## src/rtl/pla_pkg.sv

```systemverilog
package pla_pkg;

  typedef enum logic [1:0] {
    LIT_BOTH = 2'b00,
    LIT_TRUE = 2'b01,
    LIT_COMP = 2'b10,
    LIT_SKIP = 2'b11
  } lit_code_e;

endpackage

```

## src/rtl/pla_cfg_store.sv

```systemverilog
module pla_cfg_store #(
  parameter int N_IN   = 3,
  parameter int N_TERM = 4,
  parameter int N_OUT  = 2,
  parameter int AW     = 3,
  parameter int CW     = 8
) (
  input  logic                     clk,
  input  logic                     rst_n,
  input  logic                     cfg_we,
  input  logic [AW-1:0]            cfg_addr,
  input  logic [CW-1:0]            cfg_word,
  output logic [N_TERM*2*N_IN-1:0] and_tbl,
  output logic [N_TERM*N_OUT-1:0]  or_tbl,
  output logic [N_OUT-1:0]         pol,
  output logic [N_TERM:0]          wr_sel,
  output logic                     done
);
  localparam int AND_W = 2 * N_IN;

  logic [N_TERM:0] written_q;

  for (genvar k = 0; k <= N_TERM; k++) begin : g_sel
    assign wr_sel[k] = cfg_we && (cfg_addr == AW'(k));
  end

  for (genvar t = 0; t < N_TERM; t++) begin : g_row
    always_ff @(posedge clk or negedge rst_n) begin
      if (!rst_n) begin
        and_tbl[t*AND_W +: AND_W] <= '0;
        or_tbl[t*N_OUT +: N_OUT]  <= '0;
      end else if (wr_sel[t]) begin
        and_tbl[t*AND_W +: AND_W] <= cfg_word[AND_W-1:0];
        or_tbl[t*N_OUT +: N_OUT]  <= cfg_word[AND_W +: N_OUT];
      end
    end
  end

  always_ff @(posedge clk or negedge rst_n) begin
    if (!rst_n) begin
      pol       <= '0;
      written_q <= '0;
    end else begin
      if (wr_sel[N_TERM]) pol <= cfg_word[N_OUT-1:0];
      written_q <= written_q | wr_sel;
    end
  end

  assign done = &written_q;
endmodule

```

## src/rtl/pla_and_plane.sv

```systemverilog
module pla_and_plane #(
  parameter int N_IN   = 3,
  parameter int N_TERM = 4
) (
  input  logic [N_IN-1:0]          in_vec,
  input  logic [N_TERM*2*N_IN-1:0] and_tbl,
  output logic [N_TERM-1:0]        terms
);
  import pla_pkg::*;

  function automatic logic lit_pass(input logic [1:0] code, input logic x);
    return (x & code[0]) | (~x & code[1]);
  endfunction

  for (genvar t = 0; t < N_TERM; t++) begin : g_term
    logic [N_IN-1:0] lit;
    for (genvar i = 0; i < N_IN; i++) begin : g_lit
      assign lit[i] = lit_pass(and_tbl[(t*N_IN + i)*2 +: 2], in_vec[i]);
    end
    assign terms[t] = &lit;
  end
endmodule

```

## src/rtl/pla_or_plane.sv

```systemverilog
module pla_or_plane #(
  parameter int N_TERM = 4,
  parameter int N_OUT  = 2
) (
  input  logic [N_TERM-1:0]       terms,
  input  logic [N_TERM*N_OUT-1:0] or_tbl,
  input  logic [N_OUT-1:0]        pol,
  output logic [N_OUT-1:0]        sums
);
  for (genvar j = 0; j < N_OUT; j++) begin : g_out
    logic [N_TERM-1:0] hit;
    for (genvar t = 0; t < N_TERM; t++) begin : g_hit
      assign hit[t] = terms[t] & or_tbl[t*N_OUT + j];
    end
    assign sums[j] = (|hit) ^ pol[j];
  end
endmodule

```

## src/rtl/pla_eval.sv

```systemverilog
module pla_eval #(
  parameter int N_IN   = 3,
  parameter int N_TERM = 4,
  parameter int N_OUT  = 2,
  localparam int AW    = $clog2(N_TERM + 1),
  localparam int CW    = 2 * N_IN + N_OUT
) (
  input  logic              clk,
  input  logic              rst_n,
  input  logic              cfg_we,
  input  logic [AW-1:0]     cfg_addr,
  input  logic [CW-1:0]     cfg_word,
  output logic              cfg_done,
  input  logic [N_IN-1:0]   pla_in,
  output logic [N_OUT-1:0]  pla_out
);
  logic [N_TERM*2*N_IN-1:0] and_tbl;
  logic [N_TERM*N_OUT-1:0]  or_tbl;
  logic [N_OUT-1:0]         pol;
  logic [N_TERM:0]          wr_sel;
  logic [N_TERM-1:0]        term_vec;
  logic [N_OUT-1:0]         sum_vec;

  pla_cfg_store #(.N_IN(N_IN), .N_TERM(N_TERM), .N_OUT(N_OUT), .AW(AW), .CW(CW)) u_store (
    .clk(clk), .rst_n(rst_n), .cfg_we(cfg_we), .cfg_addr(cfg_addr),
    .cfg_word(cfg_word), .and_tbl(and_tbl), .or_tbl(or_tbl), .pol(pol),
    .wr_sel(wr_sel), .done(cfg_done)
  );

  pla_and_plane #(.N_IN(N_IN), .N_TERM(N_TERM)) u_and (
    .in_vec(pla_in), .and_tbl(and_tbl), .terms(term_vec)
  );

  pla_or_plane #(.N_TERM(N_TERM), .N_OUT(N_OUT)) u_or (
    .terms(term_vec), .or_tbl(or_tbl), .pol(pol), .sums(sum_vec)
  );

  always_ff @(posedge clk or negedge rst_n) begin
    if (!rst_n)        pla_out <= '0;
    else if (cfg_done) pla_out <= sum_vec;
    else               pla_out <= '0;
  end
endmodule

```

## config.mk

```make
export PLATFORM = sky130hd
export DESIGN_NAME = pla_eval
export DESIGN_NICKNAME = d
export VERILOG_FILES = /design/src/rtl/pla_pkg.sv /design/src/rtl/pla_cfg_store.sv /design/src/rtl/pla_and_plane.sv /design/src/rtl/pla_or_plane.sv /design/src/rtl/pla_eval.sv
export SDC_FILE = /design/constraint.sdc
export NUM_CORES = 1
export LEC_CHECK = 0
export ABC_AREA = 1
export BUFFER_PORTS_ARGS = -buffer_cell sky130_fd_sc_hd__buf_2
export CORE_AREA = 5 5 64 60
export DETAILED_ROUTE_END_ITERATION = 12
export DIE_AREA = 0 0 69 65
export PLACE_DENSITY = 0.92
export SYNTH_ARGS = -nofsm -noshare
export SYNTH_HDL_FRONTEND = slang
export SYNTH_SLANG_ARGS = --single-unit
```

## constraint.sdc

```tcl
create_clock -name clk -period 1.9 [get_ports clk]
set_input_delay 0.19 -clock clk [delete_from_list [all_inputs] [get_ports clk]]
set_output_delay 0.19 -clock clk [all_outputs]
set_load 0.005 [all_outputs]
```

==> results of run 1 <==
==> worst max-delay path by stage <==
| stage | start | endpoint | cells after the start |
|---|---|---|---|
| global placement | pla_in[1] | pla_out[1] | 11 |
| detailed placement | u_store.and_tbl[22] | pla_out[0] | 8 |
| global route | u_store.written_q[0] | cfg_done | 3 |
| finish | u_store.written_q[0] | cfg_done | 3 |
| floorplan | u_store.and_tbl[20] | pla_out[0] | 8 |
| CTS | u_store.written_q[0] | cfg_done | 3 |
==> sequential cells by signal, indices dropped and copies added (netlist names) <==
name	count
pla_out	2
u_store.and_tbl	24
u_store.or_tbl	8
u_store.pol	2
u_store.written_q	5
==> per-stage QoR <==
| step | utilization [%] | worst slack [ps] | power, µW |
|---|---|---|---|
| 3_3_place_gp | 61.3 | 806 | 1410 |
| 6_report | 63.7 | 409 | 1890 |
| 4_1_cts | 63.7 | 407 | 1900 |
| 5_1_grt | 63.7 | 287 | 2020 |
| 2_1_floorplan | - | 921 | 1310 |
| 3_5_place_dp | 61.3 | 759 | 1430 |
==> critical path: stages, from the launching register on <==
cell	delay (ps)
dfrtp_1	340
inv_1	50
nor4_2	380
buf_2	180
==> report_power, final <==
| part | switching (µW) | total (µW) | leakage, µW | internal (µW) |
|---|---|---|---|---|
| Sequential | 78.2 | 1090 | 0.000497 | 1020 |
| Clock | 270 | 484 | 0.0000413 | 214 |
| Combinational | 188 | 316 | 0.000559 | 128 |
==> per-layer routing <==
layer / up-vias / GRT usage [%] / share of wire [%]
met2: 32 / 30.1 / 49
met3: 8 / 4.96 / 5.1
met5: - / 0 / 0
li1: 721 / - / -
met1: 675 / 22.0 / 43
met4: 0 / 7.80 / 2.4
==> area by class of cell <==
type,instances,area share (%)
clock buffer,7,3.19
inverter,29,5.33
multi-input combinational,144,32.4
timing repair buffer,22,5.88
tap,44,2.70
clock inverter,1,0.245
sequential,41,50.2
==> kinds of logic (layout without fill, tap and decap cells) <==
kind of cell	Yosys count	count (layout)	share of synthesized area [%]
buffers and inverters	33	59	7.73
AOI/OAI and AO/OA	35	35	9.58
and+or+nand+nor	109	109	26.6
DFF	41	41	56.1
==> Yosys cell counts <==
library cell,instances,area share (%)
nor2_1,12,2.5
o21ai_1,32,8.8
nand3_2,2,1.1
dfrtp_1,41,56
buf_2,2,0.55
nand2_2,2,0.68
nand3_1,5,1.4
inv_2,4,0.82
buf_6,2,1.2
nor2_4,1,0.62
nand3_4,2,1.9
o21ai_0,2,0.55
nor2_2,4,1.4
nor4_2,1,0.68
nand2_1,80,16
a21oi_1,1,0.27
inv_1,25,5.1
==> results, run 1 <==
- The ratio of cells with drive above 1 in the final layout is 18.4%.
- The count of cells resized by post-cts repair is 0.
- The final cell count without fillers is 288.
- The worst-case IR drop observed on VDD is 0.515 mV.
- The pin count of the biggest net entering global routing is 28.
- The number of global-route vias before repair was 1382.
- The worst-case hold slack is 129 ps.
- The root buffer cell is clkbuf_4.
- The nature of the critical path endpoint is an output port.
- The area added between synthesis and finish is 11.6%.
- The flow ran to the end, and the final reports show no timing, DRC or antenna violations.
- Once placement finished, the instance area stood at 1960 µm².
- The kind of start point of the critical path is a flip-flop.
- The post-synthesis cell type count is 17.
- In this run the static leakage power is 0.00110 µW.
- Including well taps, the total number of placed cells is 279.
- The first routing iteration left 63 violations.
- The total number of nets in the final design is 260.
- The first-pass GRT wire length is 6.25 mm.
- Max-cap violations in this run came to 0.
- The number of cell instances on the worst register-to-register path is 8.
- The die is 65 µm tall.
- The final number of max-transition violations is 0.
- The H-tree generated during clock tree synthesis spans 2 levels.
- The portion of the post-synthesis area used by sequential elements is 56.1%.
- The average via count per standard cell is 4.99.
- After clock tree synthesis, the flow added hold-fix buffers numbering 1.
- The total I/O pin count is 20.
- The via count is 1436.
- The total clock buffers created by CTS is 5.
- The multi-input logic area is 662 µm².
- Once the floorplan was initialized, standard cells occupied 57.1% of the core.
- The worst clock skew is 2.51 ps.
- 0 antenna diodes ended up in the layout.
- The arrival time of the worst setup path is 1300 ps.
- The later pin in the worst-skew pair is clocked with a latency of 350 ps.
- Routability-driven placement finished with a final weighted congestion of 0.802.
- The post-synthesis register bit count is 41.
- The number of sinks on the clock net is 41.
- The worst register-to-register path ends at pla_out[0].
- Along the worst path, the maximum fanout reaches 3.
- The end point of the worst hold path is u_store.and_tbl[16].
- For the worst setup path, the data required time is 1710 ps.
- Setup repair after global routing left no endpoint under its margin.
- The final worst-path cycle share is 78.5%.
- The remaining routing DRC violations is 0.
- The number of nets still failing antenna checks after routing is 0.
- The post-synthesis area per instance is 8.39 µm².
- The time the final worst path needs with I/O delays and setup is 1490 ps.
- Counting instances, the worst hold path has a depth of 3.
- The category of the most critical setup path is flip-flop to output port.
- The final global-route overflow total is 0.
- The die outline width is 69 µm.
- The initialized floorplan defines 20 standard-cell rows.
- At the pin with the least slew margin, the transition time is 593 ps.
- The post-synthesis cell area is 1830 µm².
- The filler cell count is 284.
- Headroom to the max-slew limit came out at 60.5%.
- After routing, the total negative slack on setup checks comes to 0 ps.
- The clock-pin slew on the worst setup and hold paths is 110 ps.
- For this run, the total global-route usage over all layers was measured as 18.0%.
- The reg-to-reg setup timing slack is 760 ps.
- The design area is 2040 µm².
- The wire-length estimate of the detail-placed layout is 2.64 mm.
- The path class of the tightest hold or removal check is primary input to flip-flop.
- The initial antenna violation count is 0.
- The synthesized netlist net count is 235.
- In the layout the commonest cells are nand2_1, dfrtp_1, o21ai_1, inv_1, buf_2.
- TritonCTS built the clock tree.
- Based on the critical path, the design can be clocked at up to 671 MHz.
- Setup violations remaining at the end of the flow were counted as 0.
- The port buffer count is 19.
- For this block, the routed nets add up to 3.50 mm of wire.
- After clock tree synthesis, the setup repair step added 0 buffers.
- The die covers 4490 µm².
- The count of synthesis-stage warnings from yosys is 0.
- The detailed-router iteration count before antenna repair is 4.
- The hold violation count in the final report is 0.
- The sequential standard cell area is 1030 µm².
- The maximum clock path buffer count is 2.
- The mean routed wirelength per cell is 12.2 µm.
- The startpoint of the worst register-to-register path is u_store.and_tbl[22].
- In this run the most critical hold path is launched from cfg_word[4].
- The total area inside the core boundary comes to 3200 µm².
- In the synthesized netlist, the number of instances is 218.
- For this design the ratio of total power to cell area is 928 nW/µm².
- Leaving out fill and tap cells, the most frequent cell in the layout is nand2_1.
No activity file was read; power rests on OpenSTA's default activity.
==> inputs of run 2 (changes only) <==
--- a/config.mk
+++ b/config.mk
@@ -5,12 +5,12 @@
 export SDC_FILE = /design/constraint.sdc
 export NUM_CORES = 1
 export LEC_CHECK = 0
-export ABC_AREA = 1
+export ABC_AREA = 0
 export BUFFER_PORTS_ARGS = -buffer_cell sky130_fd_sc_hd__buf_2
-export CORE_AREA = 5 5 64 60
+export CORE_AREA = 5 5 65 62
 export DETAILED_ROUTE_END_ITERATION = 12
-export DIE_AREA = 0 0 69 65
-export PLACE_DENSITY = 0.92
+export DIE_AREA = 0 0 70 67
+export PLACE_DENSITY = 0.87
 export SYNTH_ARGS = -nofsm -noshare
 export SYNTH_HDL_FRONTEND = slang
 export SYNTH_SLANG_ARGS = --single-unit
==> constraint.sdc (replaced) <==
create_clock -name clk -period 1.5 [get_ports clk]
set_input_delay 0.15 -clock clk [delete_from_list [all_inputs] [get_ports clk]]
set_output_delay 0.15 -clock clk [all_outputs]
set_load 0.005 [all_outputs]
==> run 2 against run 1 <==
Clock power grew 27%. Synthesized cell count shrank 44%. Global-route usage shrank 1.5 points. Flip-flop and latch count is the same. Register-to-register slack lost 690 ps. Largest power group unchanged. Highest routed layer unchanged.
==> results, run 2 <==
- The worst-margin pin slew is 482 ps (was 593 ps).
- The final setup slack of the worst path is 68.3 ps (was 409 ps).
- Leading cell types by total area after synthesis: dfrtp_1, mux2_2, mux2i_1 (was dfrtp_1, nand2_1, o21ai_1).
- The last element of the critical path was pla_out[0] (was cfg_done).
- The port buffer count is 19 (unchanged).
- The portion of the post-synthesis area used by sequential elements was 57.6% (was 56.1%).
- The worst-case hold slack came to 77.3 ps (was 129 ps).
- The mean routed wirelength per cell came to 18.3 µm (was 12.2 µm).
- The pin count of the biggest net entering global routing was 22 (was 28).
- The area of the placeable core is 3250 µm² (was 3200 µm²).
- The number of endpoints failing setup at the final stage was 0 (unchanged).
- The via count was 1094 (was 1436).
- The number of instances in the synthesized netlist is 122 (was 218).
- The worst setup path startpoint was u_store.and_tbl[2] (was u_store.written_q[0]).
- The first-pass GRT wire length is 5.73 mm (was 6.25 mm).
- The total leakage power came to 0.000914 µW (was 0.00110 µW).
- The core utilization of the finished layout is 62.8% (was 63.7%).
- The met1 track demand over resource in global routing was 19.6% (was 22.0%).
- Derived from the worst setup path, the maximum achievable clock frequency is 698 MHz.
- The average via count per standard cell came to 5.64 (was 4.99).
- The post-CTS setup-driven buffer insertion count is 0 (unchanged).
- The number of global-route vias before repair was 1165 (was 1382).
- The largest voltage drop on the vdd net came to 0.942 mV (was 0.515 mV).
- The terminus of the critical flop-to-flop path was pla_out[0] (unchanged).
- The share of async-settable or async-resettable flops after synthesis is 100% (unchanged).
- The post-synthesis register bit count is 41 (unchanged).
- The number of H-tree branching levels came to 2 (unchanged).
- The total I/O pin count is 20 (unchanged).
- The worst clock skew came to 7.27 ps (was 2.51 ps).
- The most used standard cell by instance count after synthesis is dfrtp_1 (was nand2_1).
- The initial antenna violation count came to 0 (unchanged).
- The starting utilization of the core area is 54.8% (was 57.1%).
- The count of synthesis-stage warnings from yosys is 0 (unchanged).
- The number of diodes came to 0 (unchanged).
- The area fraction of the dominant cell type after synthesis is 57.6% (was 56.1%).
- The die outline area is 4690 µm² (was 4490 µm²).
- The most congested layer reported by global routing is met2 (unchanged).
- The remaining routing DRC violations is 0 (unchanged).
- The post-synthesis cell area is 1780 µm² (was 1830 µm²).
- The post-route total power came to 2590 µW (was 1890 µW).
- The number of nets still failing antenna checks after routing is 0 (unchanged).
- The max-cap violation count is 0 (unchanged).
- The root buffer cell is clkbuf_4 (unchanged).
- The hold violation count in the final report is 0 (unchanged).
- The total clock buffers created by CTS was 5 (unchanged).
- Largest registers in the final layout: u_store.and_tbl (24), u_store.or_tbl (8), u_store.written_q (5) (unchanged).
- The combined global-route utilization of all metal layers was 16.5% (was 18.0%).
- The die boundary height is 67 µm (was 65 µm).
- The register with the highest flop count is u_store.and_tbl (unchanged).
- The final global-route overflow total is 0 (unchanged).
- The total power density per cell area is 1270 nW/µm² (was 928 nW/µm²).
- The commonest non-fill, non-tap cell in the layout is dfrtp_1 (was nand2_1).
- The number of placed cells counting well taps came to 185 (was 279).
- After layout, the worst path uses 95.4% of the clock period.
- Leading cell types in the layout, fill and taps excluded: dfrtp_1, mux2_2, buf_2, mux2i_1, nor4b_1 (was nand2_1, dfrtp_1, o21ai_1, inv_1, buf_2).
- The number of cell instances on the worst register-to-register path is 4 (was 8).
- Commonest cells in the synthesized netlist: dfrtp_1, mux2_2, mux2i_1 (was nand2_1, dfrtp_1, o21ai_1).
- The met3 usage in global routing is 3.77% (was 4.96%).
- The number of sinks on the clock net is 41 (unchanged).
- The maximum clock path buffer count was 2 (unchanged).
- The final cell count without fillers was 194 (was 288).
- The clock-pin slew on the worst setup and hold paths is 120 ps (was 110 ps).
- The final number of max-transition violations is 0 (unchanged).
- The ratio of cells with drive above 1 in the final layout came to 48.0% (was 18.4%).
- The number of rows created at floorplan came to 20 (unchanged).
- The latest clock arrival within the worst-skew pair is 340 ps (was 350 ps).
- The max-slew headroom at the worst pin was 67.9% (was 60.5%).
- The synthesized netlist net count is 139 (was 235).
- Result of the run: finished clean (unchanged).
- The number of flip-flops under the largest register name is 24 (unchanged).
- The most used flip-flop cell after synthesis is dfrtp_1 (unchanged).
- The DRC marker count from the first detailed-route iteration is 48 (was 63).
- The final weighted congestion of routability-driven global placement was 0.851 (was 0.802).
- The reg-to-reg setup timing slack was 70 ps (was 760 ps).
- The CTS tree is done (unchanged).
- The kind of start point of the critical path is a flip-flop (unchanged).
- The largest driver fanout on the critical path came to 2 (was 3).
- The post-synthesis area per instance came to 14.6 µm² (was 8.39 µm²).
- The wire length reported by the detailed router is 3.54 mm (was 3.50 mm).
- The post-synthesis cell type count is 17 (unchanged).
- The startpoint of the worst register-to-register path is u_store.and_tbl[2] (was u_store.and_tbl[22]).
- The die outline width is 70 µm (was 69 µm).
- The worst slack at placement is 23.2 ps (was 759 ps).
- The top cell type by total area after synthesis was dfrtp_1 (unchanged).
- The arrival time of the worst setup path is 1710 ps (was 1300 ps).
- The category of the most critical setup path is flip-flop to flip-flop (was flip-flop to output port).
- The number of enable flip-flop cells after synthesis came to 0 (unchanged).
- The detailed-router iteration count before antenna repair is 4 (unchanged).
- The post-detailed-placement half-perimeter wirelength came to 2.64 mm (about the same).
- The area added between synthesis and finish is 14.7% (was 11.6%).
- The time the final worst path needs with I/O delays and setup is 1430 ps.
- The global-route track usage on met2 is 28.5% (was 30.1%).
- The nature of the critical path endpoint is a flip-flop (was output port).
- The path type of the worst min-delay path is primary input to flip-flop (unchanged).
- The data required time of the critical path is 1780 ps (was 1710 ps).
- The total number of nets in the final design is 166 (was 260).
==> run 2: metrics by stage <==
| stage | TNS [ps] | instance area (µm²) |
|---|---|---|
| floorplan | 0 | 1780 |
| global placement | 0 | 1960 |
| detailed placement | 0 | 1960 |
| CTS | 0 | 2040 |
| global route | -12.7 | 2040 |
| finish | 0 | 2040 |
==> run 2: critical path, cell delays in order, from the launching register on <==
cell     delay [ps]
dfrtp_1         410
mux2i_1         270
nor4b_1         110
nor4_2          350
mux2i_1         220
==> run 2: what timing repair did <==
action / in CTS / in global routing
endpoints found under the hold margin: 20 / 0
endpoints found under the setup margin: 0 / 2
hold buffers: 1 / 0
gates resized for setup: 0 / 1
==> run 2: logic make-up after synthesis <==
family	count (synthesis)	synth area share [%]
flip-flops	41	57.6
AND/OR/NAND/NOR	28	11.7
buffers and inverters	5	1.40
multiplexers	48	29.4
==> run 2: report_power, final <==
| group | internal [µW] | total [µW] | switching [µW] |
|---|---|---|---|
| Sequential | 1330 | 1460 | 123 |
| Clock | 272 | 613 | 341 |
| Combinational | 294 | 521 | 226 |
==> run 2: layout make-up <==
class / count / area [µm²]
clock buffers: 7 / 65.1
clock inverters: 1 / 5.00
fillers: 257 / 1210
multi-input cells: 76 / 737
flip-flops and latches: 41 / 1030
well taps: 44 / 55.1
repair buffers: 25 / 155
==> run 2: how the worst min path moves through the flow <==
stage                start                  end  slack (ps)  cells after the start
2_1_floorplan        rst_n           pla_out[0]        -150                      0
3_3_place_gp         rst_n  u_store.and_tbl[21]         130                      1
3_5_place_dp         rst_n   u_store.and_tbl[9]         140                      1
4_1_cts        cfg_word[3]   u_store.and_tbl[3]          60                      2
5_1_grt        cfg_word[6]    u_store.or_tbl[4]          70                      2
6_report       cfg_word[3]   u_store.and_tbl[9]          80                      2
==> run 2: layer usage <==
layer | wire length (µm) | up-vias
met4 | 40 | 0
met3 | 103 | 4
li1 | - | 498
met1 | 1530 | 570
met2 | 1870 | 22
met5 | 0 | -
==> inputs of run 3 (changes only) <==
--- a/config.mk
+++ b/config.mk
@@ -10,6 +10,7 @@
 export CORE_AREA = 5 5 65 62
 export DETAILED_ROUTE_END_ITERATION = 12
 export DIE_AREA = 0 0 70 67
+export MAX_ROUTING_LAYER = met4
 export PLACE_DENSITY = 0.87
 export SYNTH_ARGS = -nofsm -noshare
 export SYNTH_HDL_FRONTEND = slang
==> run 3 against run 2 <==
Flip-flop and latch count unchanged. Die area unchanged. Setup slack got worse by 6.8 ps. Final area stayed put. Critical path depth unchanged. Count of clock-buffer cells in the layout is the same.
==> results, run 3 (synthesis results as in run 2) <==
- The clock-pin slew on the worst setup and hold paths is 120 ps (about the same).
- The time the final worst path needs with I/O delays and setup was 1440 ps (was 1430 ps).
- The start point of the worst min-delay path is cfg_word[3] (unchanged).
- The sequential group share of total power is 56.2% (about the same).
- The end point of the worst hold path is u_store.and_tbl[9] (unchanged).
- The first-pass GRT wire length is 5.73 mm (unchanged).
- The net switching fraction of the power is 26.7% (was 26.6%).
- The mean routed wirelength per cell is 18.2 µm (was 18.3 µm).
- The net switching power was 691 µW (was 690 µW).
- The pin count of the biggest net entering global routing is 22 (unchanged).
- The area added between synthesis and finish is 14.7% (unchanged).
- The fraction of power consumed by the clock network was 23.7% (about the same).
- The number of rows created at floorplan is 20 (unchanged).
- The worst clock skew is 6.20 ps (was 7.27 ps).
- The number of placed cells counting well taps is 185 (unchanged).
- The worst-margin pin slew is 481 ps (was 482 ps).
- Cells along the critical path: mux2i_1 -> nor4b_1 -> nor4_2 -> mux2i_1 (unchanged).
- The cell-internal power is 1900 µW (about the same).
- The via count was 1111 (was 1094).
- The initial antenna violation count is 0 (unchanged).
- Leading cell types in the layout, fill and taps excluded: dfrtp_1, mux2_2, buf_2, mux2i_1, nor4b_1 (unchanged).
- The largest stage delay on the critical path is 410 ps (about the same).
- The die outline area is 4690 µm² (unchanged).
- The CTS tree is done (unchanged).
- The max-cap violation count is 0 (unchanged).
- The register with the highest flop count is u_store.and_tbl (unchanged).
- The largest driver fanout on the critical path is 2 (unchanged).
- The worst setup path startpoint is u_store.and_tbl[2] (unchanged).
- The DRC marker count from the first detailed-route iteration came to 45 (was 48).
- The total I/O pin count was 20 (unchanged).
- Result of the run: finished clean (unchanged).
- The worst-case hold slack is 73.7 ps (was 77.3 ps).
- The number of nets still failing antenna checks after routing is 0 (unchanged).
- The final worst-path cycle share is 95.9% (was 95.4%).
- The total negative slack for setup checks is 0 ps (unchanged).
- The die boundary height is 67 µm (unchanged).
- The nature of the critical path endpoint is a flip-flop (unchanged).
- The remaining routing DRC violations was 0 (unchanged).
- The hold violation count in the final report is 0 (unchanged).
- The commonest non-fill, non-tap cell in the layout is dfrtp_1 (unchanged).
- The post-detailed-placement half-perimeter wirelength is 2.64 mm (unchanged).
- The wire length reported by the detailed router is 3.53 mm (was 3.54 mm).
- The port buffer count is 19 (unchanged).
- The library cell appearing most often on the critical path is mux2i_1 (unchanged).
- The hold path depth is 2 (unchanged).
- The max-slew headroom at the worst pin is 67.9% (about the same).
- The number of diodes is 0 (unchanged).
- The reg-to-reg setup timing slack is 60 ps (was 70 ps).
- The final number of max-transition violations came to 0 (unchanged).
- The number of flip-flops under the largest register name is 24 (unchanged).
- The average via count per standard cell is 5.73 (was 5.64).
- The path type of the worst min-delay path is primary input to flip-flop (unchanged).
- The die outline width came to 70 µm (unchanged).
- The number of sinks on the clock net is 41 (unchanged).
- The kind of start point of the critical path was a flip-flop (unchanged).
- The post-CTS setup-driven buffer insertion count was 0 (unchanged).
- The number of endpoints failing setup at the final stage is 0 (unchanged).
- The final weighted congestion of routability-driven global placement was 0.864 (was 0.851).
- The total power density per cell area came to 1270 nW/µm² (about the same).
- The maximum clock path buffer count is 2 (unchanged).
- The final cell count without fillers came to 194 (unchanged).
- Largest registers in the final layout: u_store.and_tbl (24), u_store.or_tbl (8), u_store.written_q (5) (unchanged).
- The starting utilization of the core area is 54.8% (unchanged).
- The largest voltage drop on the vdd net is 0.945 mV (was 0.942 mV).
- The ratio of cells with drive above 1 in the final layout is 48.0% (unchanged).
- The terminus of the critical flop-to-flop path is pla_out[0] (unchanged).
- The total number of nets in the final design was 166 (unchanged).
- The detailed-router iteration count before antenna repair came to 4 (unchanged).
- The total leakage power is 0.000914 µW (unchanged).
- The number of cell instances on the worst register-to-register path is 4 (unchanged).
- The latest clock arrival within the worst-skew pair is 340 ps (about the same).
- The core utilization of the finished layout was 62.8% (unchanged).
- The combined global-route utilization of all metal layers is 16.9% (was 16.5%).
- The number of global-route vias before repair is 1165 (unchanged).
- The arrival time of the worst setup path is 1720 ps (was 1710 ps).
- The total clock buffers created by CTS is 5 (unchanged).
- The category of the most critical setup path is flip-flop to flip-flop (unchanged).
- The maximum clock frequency was 695 MHz (was 698 MHz).
- The combinational share of power is 20.1% (about the same).
- The root buffer cell is clkbuf_4 (unchanged).
- The area of the placeable core is 3250 µm² (unchanged).
- The final global-route overflow total is 0 (unchanged).
- The number of H-tree branching levels was 2 (unchanged).
- The startpoint of the worst register-to-register path is u_store.and_tbl[2] (unchanged).
- The cell with the largest stage delay on the worst path is dfrtp_1 (unchanged).
- The post-route total power was 2590 µW (about the same).
- The data required time of the critical path was 1780 ps (about the same).
[run 3: what timing repair did]
| action | CTS | global route |
|---|---|---|
| hold buffers | 1 | 0 |
| resized for setup | 0 | 1 |
| endpoints found under the hold margin | 20 | 0 |
| endpoints found under the setup margin | 0 | 2 |
[run 3: worst max-delay path by stage]
| stage | slack [ps] | endpoint |
|---|---|---|
| after floorplan | 310 | pla_out[0] |
| after global placement | 60 | pla_out[0] |
| after detailed placement | 20 | pla_out[0] |
| after CTS | 2 | pla_out[0] |
| after global routing | -10 | pla_out[0] |
| final | 60 | pla_out[0] |
[run 3: through the flow]
step	setup WS, ps	area, µm²
2_1_floorplan	312	1780
4_1_cts	2.09	2040
5_1_grt	-12.7	2040
3_3_place_gp	58.3	1960
3_5_place_dp	23.2	1960
6_report	61.5	2040
[run 3: layout make-up]
type	instances	area, µm²
sequential	41	1030
tap	44	55.1
clock inverter	1	5.00
timing repair buffer	25	155
clock buffer	7	65.1
multi-input combinational	76	737
fill	257	1210
[run 3: worst max-delay path: cells and delay by family (launching register included)]
| family | cells | cell delay [ps] |
|---|---|---|
| mux | 2 | 490 |
| simple gates | 2 | 460 |
| flops | 1 | 410 |
[run 3: per-layer routing]
layer	vias to the layer above	part of all wire [%]	track usage [%]
li1	500	-	-
met1	571	42	19.6
met2	32	52	28.5
met3	8	3.7	3.77
met4	0	1.8	7.66
met5	-	0	-
[run 3: power groups by stage]
stage / clock network [µW] / registers [µW] / logic [µW]
6_report: 614 / 1460 / 521
4_1_cts: 628 / 1460 / 520
3_5_place_dp: 0 / 1480 / 517
5_1_grt: 680 / 1480 / 567
2_1_floorplan: 0 / 1430 / 354
3_3_place_gp: 0 / 1460 / 491
